===== src/rtl/dma_req_pkg.sv =====
package dma_req_pkg;
  localparam int DMA_NUM_CH  = 4;
  localparam int DMA_SEL_W   = 8;
endpackage


===== src/rtl/dma_src_edge.sv =====
module dma_src_edge #(
  parameter int NUM_SRC = 256
) (
  input  logic               clk,
  input  logic               rst_n,
  input  logic [NUM_SRC-1:0] lines_i,
  output logic [NUM_SRC-1:0] rise_o
);
  logic [NUM_SRC-1:0] hist_q;
  logic [NUM_SRC-1:0] hist_d;

  always_comb begin
    hist_d = lines_i;
  end

  always_ff @(posedge clk or negedge rst_n) begin
    if (!rst_n) hist_q <= '0;
    else        hist_q <= hist_d;
  end

  assign rise_o = lines_i & ~hist_q;
endmodule


===== src/rtl/dma_req_mux.sv =====
module dma_req_mux #(
  parameter int NUM_CH = 4,
  parameter int SEL_W  = 8,
  localparam int NUM_SRC = 1 << SEL_W
) (
  input  logic [NUM_SRC-1:0]      rise_i,
  input  logic [NUM_CH*SEL_W-1:0] sel_i,
  input  logic [NUM_CH-1:0]       en_i,
  input  logic [NUM_CH-1:0]       sw_i,
  output logic [NUM_CH-1:0]       hit_o
);
  for (genvar g = 0; g < NUM_CH; g++) begin : g_ch
    logic [SEL_W-1:0] code;
    assign code     = sel_i[g*SEL_W +: SEL_W];
    assign hit_o[g] = en_i[g] & (rise_i[code] | sw_i[g]);
  end
endmodule


===== src/rtl/dma_pend_latch.sv =====
module dma_pend_latch #(
  parameter int NUM_CH = 4
) (
  input  logic              clk,
  input  logic              rst_n,
  input  logic [NUM_CH-1:0] en_i,
  input  logic [NUM_CH-1:0] hit_i,
  input  logic [NUM_CH-1:0] clr_i,
  output logic [NUM_CH-1:0] pend_o
);
  logic [NUM_CH-1:0] pend_q;
  logic [NUM_CH-1:0] pend_d;
  logic              upd;

  always_comb begin
    for (int i = 0; i < NUM_CH; i++) begin
      pend_d[i] = en_i[i] ? ((pend_q[i] & ~clr_i[i]) | hit_i[i]) : 1'b0;
    end
    upd = (pend_d != pend_q);
  end

  always_ff @(posedge clk or negedge rst_n) begin
    if (!rst_n)   pend_q <= '0;
    else if (upd) pend_q <= pend_d;
  end

  assign pend_o = pend_q;
endmodule


===== src/rtl/dma_fixed_arb.sv =====
module dma_fixed_arb #(
  parameter int NUM_CH = 4,
  localparam int IDX_W = $clog2(NUM_CH)
) (
  input  logic              clk,
  input  logic              rst_n,
  input  logic [NUM_CH-1:0] pend_i,
  input  logic              done_i,
  output logic [NUM_CH-1:0] grant_o,
  output logic [IDX_W-1:0]  idx_o,
  output logic              valid_o,
  output logic [NUM_CH-1:0] release_o
);
  logic [NUM_CH-1:0] grant_q, grant_d, pick;
  logic [IDX_W-1:0]  idx_q, idx_d, pick_idx;
  logic              valid_q, valid_d, ld;

  always_comb begin
    pick     = '0;
    pick_idx = '0;
    for (int i = NUM_CH - 1; i >= 0; i--) begin
      if (pend_i[i]) begin
        pick     = '0;
        pick[i]  = 1'b1;
        pick_idx = IDX_W'(i);
      end
    end
    grant_d = grant_q;
    idx_d   = idx_q;
    valid_d = valid_q;
    ld      = 1'b0;
    if (valid_q) begin
      if (done_i) begin
        ld      = 1'b1;
        grant_d = '0;
        idx_d   = '0;
        valid_d = 1'b0;
      end
    end else if (|pend_i) begin
      ld      = 1'b1;
      grant_d = pick;
      idx_d   = pick_idx;
      valid_d = 1'b1;
    end
  end

  always_ff @(posedge clk or negedge rst_n) begin
    if (!rst_n) begin
      grant_q <= '0;
      idx_q   <= '0;
      valid_q <= 1'b0;
    end else if (ld) begin
      grant_q <= grant_d;
      idx_q   <= idx_d;
      valid_q <= valid_d;
    end
  end

  assign grant_o   = grant_q;
  assign idx_o     = idx_q;
  assign valid_o   = valid_q;
  assign release_o = (valid_q && done_i) ? grant_q : '0;
endmodule


===== src/rtl/dma_req_arbiter.sv =====
module dma_req_arbiter #(
  parameter int NUM_CH = dma_req_pkg::DMA_NUM_CH,
  parameter int SEL_W  = dma_req_pkg::DMA_SEL_W,
  localparam int NUM_SRC = 1 << SEL_W,
  localparam int IDX_W   = $clog2(NUM_CH)
) (
  input  logic                    clk,
  input  logic                    rst_n,
  input  logic [NUM_SRC-1:0]      irq_lines,
  input  logic [NUM_CH-1:0]       ch_enable,
  input  logic [NUM_CH*SEL_W-1:0] ch_sel,
  input  logic [NUM_CH-1:0]       sw_req,
  input  logic                    xfer_done,
  output logic [NUM_CH-1:0]       grant,
  output logic [IDX_W-1:0]        grant_idx,
  output logic                    grant_valid
);
  logic [NUM_SRC-1:0] rise;
  logic [NUM_CH-1:0]  hit;
  logic [NUM_CH-1:0]  pend_q;
  logic [NUM_CH-1:0]  release_vec;

  dma_src_edge #(.NUM_SRC(NUM_SRC)) u_edge (
    .clk     (clk),
    .rst_n   (rst_n),
    .lines_i (irq_lines),
    .rise_o  (rise)
  );

  dma_req_mux #(.NUM_CH(NUM_CH), .SEL_W(SEL_W)) u_mux (
    .rise_i (rise),
    .sel_i  (ch_sel),
    .en_i   (ch_enable),
    .sw_i   (sw_req),
    .hit_o  (hit)
  );

  dma_pend_latch #(.NUM_CH(NUM_CH)) u_pend (
    .clk    (clk),
    .rst_n  (rst_n),
    .en_i   (ch_enable),
    .hit_i  (hit),
    .clr_i  (release_vec),
    .pend_o (pend_q)
  );

  dma_fixed_arb #(.NUM_CH(NUM_CH)) u_arb (
    .clk       (clk),
    .rst_n     (rst_n),
    .pend_i    (pend_q),
    .done_i    (xfer_done),
    .grant_o   (grant),
    .idx_o     (grant_idx),
    .valid_o   (grant_valid),
    .release_o (release_vec)
  );
endmodule


===== config.mk =====
export PLATFORM = sky130hd
export DESIGN_NAME = dma_req_arbiter
export DESIGN_NICKNAME = d
export VERILOG_FILES = /design/src/rtl/dma_req_pkg.sv /design/src/rtl/dma_src_edge.sv /design/src/rtl/dma_req_mux.sv /design/src/rtl/dma_pend_latch.sv /design/src/rtl/dma_fixed_arb.sv /design/src/rtl/dma_req_arbiter.sv
export SDC_FILE = /design/constraint.sdc
export NUM_CORES = 1
export LEC_CHECK = 0
export BUFFER_PORTS_ARGS = -buffer_cell sky130_fd_sc_hd__buf_2
export CAP_MARGIN = 20
export CORE_AREA = 3 3 247 249
export CTS_BUF_LIST = sky130_fd_sc_hd__clkbuf_4 sky130_fd_sc_hd__clkbuf_8
export DETAILED_ROUTE_END_ITERATION = 10
export DIE_AREA = 0 0 250 252
export GPL_ROUTABILITY_DRIVEN = 0
export GPL_TIMING_DRIVEN = 0
export SLEW_MARGIN = 20
export SYNTH_ARGS = -nofsm -noshare
export SYNTH_HDL_FRONTEND = slang
export SYNTH_SLANG_ARGS = --single-unit

===== constraint.sdc =====
create_clock -name clk -period 2 [get_ports clk]
set_clock_uncertainty 0.15 [all_clocks]
set_input_delay 0 -clock clk [delete_from_list [all_inputs] [get_ports clk]]
set_output_delay 0 -clock clk [all_outputs]
set_load 0.01 [all_outputs]

==> results of run 1 <==
==> through the flow <==
stage                     utilization  hold slack (ns)  setup WS (ns)  cells  cell area (sq um)
after floorplan                     -           -0.446         -0.127   1310              17200
after global placement          0.333          -0.0274          -4.21   2374              19600
after detailed placement        0.334          -0.0873          -1.22   2376              19700
==> cell families after synthesis <==
group                  count (synthesis)
and+or+nand+nor                      458
muxes                                279
DFF                                  267
AOI/OAI and AO/OA                    195
buffers and inverters                111
==> run metrics, run 1 <==
top post-synthesis cells by count dfrtp_1 (267), mux4_2 (239), nand2b_1 (225); # IOs 306; post-synth top area share 0.391; Last stage 4_1_cts; DIE WIDTH 250 microns; XOR/XNOR Fraction of Synth Area 0; cts repair resizes 105; Seq/Total Area, Yosys 0.391; Post-synth EDFFs 0; fraction of the mapped netlist area in simple logic gates 0.154; Final HPWL DP 59700 microns; Yosys reg bits 267; maximum clock insertion buffer count 3; CTS Hold Bufs 495; area leader, netlist dfrtp_1; cell with the most instances after synthesis dfrtp_1; Post-CTS Setup Bufs 5; Yosys cell types 61; synthesis warning total 0; largest family of logic cells by synthesized area multiplexers; Synth async-reset ratio 1.00; Synth Area in Compound Gates 0.0845; Mapped Cells 1310; initial core utilization 0.290; clock buffer count from CTS 51; Root Buffer clkbuf_8; tool error [ERROR RSZ-0060] Max buffer count reached.; synthesized area per cell 13.1 sq um; net count after synthesis 1609; I/O Buffers 291; mapped cell area 0.0171 sq mm; htree depth 2; status did not finish; FP Rows 89; Die Y 252 microns; ys flop type dfrtp_1; mux cell area share after synthesis 0.339; Post-Synth Adder-Cell Area 0; top cells by area, synth dfrtp_1 (39%), mux4_2 (31%), nand2b_1 (8.2%); clk sink count 267
==> run 2, diff against run 1 <==
- CORE_AREA: 3 3 247 249 -> 3 3 297 299
- CTS_BUF_LIST: sky130_fd_sc_hd__clkbuf_4 sky130_fd_sc_hd__clkbuf_8 -> default
- DIE_AREA: 0 0 250 252 -> 0 0 300 302
- PLACE_DENSITY_LB_ADDON: default -> 0.15
- clock period: 2 -> 2.6 ns (I/O delays scaled with it)
==> run metrics, run 2 <==
synthesized area per cell 13.1 sq um (unchanged); pwr dens 482 mW/mm^2; register area 0.00668 sq mm; ys flop type dfrtp_1; area leader, netlist dfrtp_1; clock buffer count from CTS 36 (-29%); Pleak 0.0105 uW; Fin. Hold Viols 1; DIE WIDTH 300 microns (+20%); Post-synth EDFFs 0 (unchanged); status complete, but fails checks; critical path class in -> reg; area of the multi-input gates 0.0103 sq mm; post-synth top area share 0.391 (unchanged); initial core utilization 0.200 (-0.0901); initial antenna violation count 13; clk_lat worst skew 0.56 ns; CTS tree built; maximum clock insertion buffer count 3 (unchanged); clk sink count 267 (unchanged); Yosys cell types 61 (unchanged); largest net degree at the start of global routing 94; Max Cap Viol 0; DRT Wirelength 93800 microns; Slew HR 0.141; mapped cell area 0.0171 sq mm (unchanged); Min-Delay Path Class in -> reg; top cells by area, synth dfrtp_1 (39%), mux4_2 (31%), nand2b_1 (8.2%); Largest Register u_edge.hist_q; fin util 0.314; area of placed instances 0.0201 sq mm (+2.0%); crit start category input pin; # IOs 306 (unchanged); clock slew at reported path FFs 0.06 ns; Mapped Cells 1310 (unchanged); ANT nets after route 0; net count after synthesis 1609 (unchanged); top post-synthesis cells by count dfrtp_1 (267), mux4_2 (239), nand2b_1 (225); Post-route DRC 0; GR Util All Layers 0.203; synthesis-to-finish area growth 56.8%; final worst setup slack -0.00411 ns; Root Buffer clkbuf_16; final worst-path cycle share 1.00; fin. max-slew vios 0; Yosys reg bits 267 (unchanged); Seq/Total Area, Yosys 0.391 (unchanged); DRT Pass-1 Iters 7; crit path DAT 2.91 ns; Synth async-reset ratio 1.00 (unchanged); Die Area 0.0906 sq mm; gr ovfl total 0; vias per cell 4.94; cell area after layout 0.0268 sq mm; leading cell type in the layout, fill and taps excluded dlygate4sd3_1; DRT iter0 DRCs 1614; FP Rows 107 (+20%); Die Y 302 microns (+20%); vias in the first global route 17.4k; maximum vdd drop 0.000378 V; cell with the most instances after synthesis dfrtp_1; worst hold margin -0.000638 ns; commonest non-fill, non-tap cells in the layout dlygate4sd3_1 (502), buf_2 (331), dfrtp_1 (267); fin nets 2448; max FFs per register 256; I/O Buffers 291 (unchanged); vias 16.5k; max frequency 384 MHz; Final HPWL DP 70300 microns (+18%); RSZ-0062 raised after global routing yes; core area 0.0854 sq mm; worst-margin pin slew 1.29 ns; first-pass GRT wire length 130000 microns; htree depth 2 (unchanged); failing checks hold timing, setup timing; share of cells above drive strength 1 0.341; critical path peak fanout 10; clock period minus final worst setup slack 2.60 ns; WP data required 2.91 ns; WL/cell 28.2 microns; fillcell total 8757; Worst Setup End Kind flop; synthesis warning total 0 (unchanged); # setup viols final 1
run 2: cell counts after synthesis:
Identical to the previous run, type by type.
run 2: cells by family (layout without fill, tap and decap cells):
kind of cell           after synthesis  count (layout)  share of synthesized area
AO/OA/AOI/OAI                      195             195                     0.0845
buffers and inverters              111             974                     0.0327
flip-flops                         267             267                      0.391
multiplexers                       279             279                      0.339
other                                0              13                          0
AND/OR/NAND/NOR                    458             458                      0.154
run 2: path summary, 6_finish.rpt:
check / cells after the start / slack [ns] / start / to
min in group asynchronous: 4 / 0.41 / rst_n / u_edge.hist_q[73]
setup reg to reg: 7 / -0.004 / u_edge.hist_q[14] / u_pend.pend_o[1]
hold reg to reg: 2 / 0.32 / u_arb.idx_o[0] / u_arb.idx_o[0]
max in group asynchronous: 5 / 0.94 / rst_n / u_edge.hist_q[236]
hold / removal: 2 / -0.0006 / irq_lines[79] / u_edge.hist_q[79]
setup / recovery: 8 / -0.004 / ch_sel[20] / u_pend.pend_o[2]
run 2: timing repair:
| item | in CTS | in global routing |
|---|---|---|
| hold buffers | 502 | 1 |
| buffers inserted | 0 | 4 |
| pin swaps | 2 | 11 |
| endpoints found under the hold margin | 531 | 1 |
| gates resized for setup | 27 | 65 |
| endpoints found under the setup margin | 4 | 4 |
| gates cloned | 0 | 0 |
run 2: cell type report:
cell class	instances	area share
Sequential cell	267	0.249
Buffer	88	0.0180
Tap cell	1144	0.0534
Multi-Input combinational cell	932	0.383
Clock buffer	47	0.0382
Antenna cell	13	0.00121
Inverter	23	0.00341
Clock inverter	15	0.00681
Timing Repair Buffer	801	0.247
run 2: metal layers:
metal  up-vias  routed length [microns]  GRT usage
li1       6831                        -          -
met1      8410                    37000      0.255
met2      1014                    44200      0.333
met3       210                     8640     0.0524
met4         0                     3920     0.0795
met5         -                        0    0.00582
run 2: where the power goes:
group / leakage [uW] / switching, uW / internal (uW) / total, uW
combinational: 0.00682 / 1710 / 1620 / 3330
sequential: 0.00312 / 62.7 / 4370 / 4440
clock: 0.000605 / 1980 / 3160 / 5140
total: 0.0105 / 3750 / 9160 / 12900
run 2: worst max-delay path, cell delays in order:
cell and delay [ns]:
buf_4 0.14, buf_2 0.35, clkbuf_1 0.86, a21oi_1 0.25, a2111oi_4 0.47, a211oi_2 0.10, o41a_1 0.50, a31oi_4 0.22
run 2: metrics by stage:
step           power (uW)  cells  setup TNS [ns]  setup slack [ns]
6_report            12900   3330        -0.00411          -0.00411
5_1_grt             13400   3322         -0.0281           -0.0198
4_1_cts             13000   3312         -0.0176           -0.0176
3_5_place_dp         7060   2748           -3.11             -1.02
3_3_place_gp         7030   2745        -1074.66             -4.07
2_1_floorplan        5890   1310               0             0.430
Power figures use the tool's default switching activity.
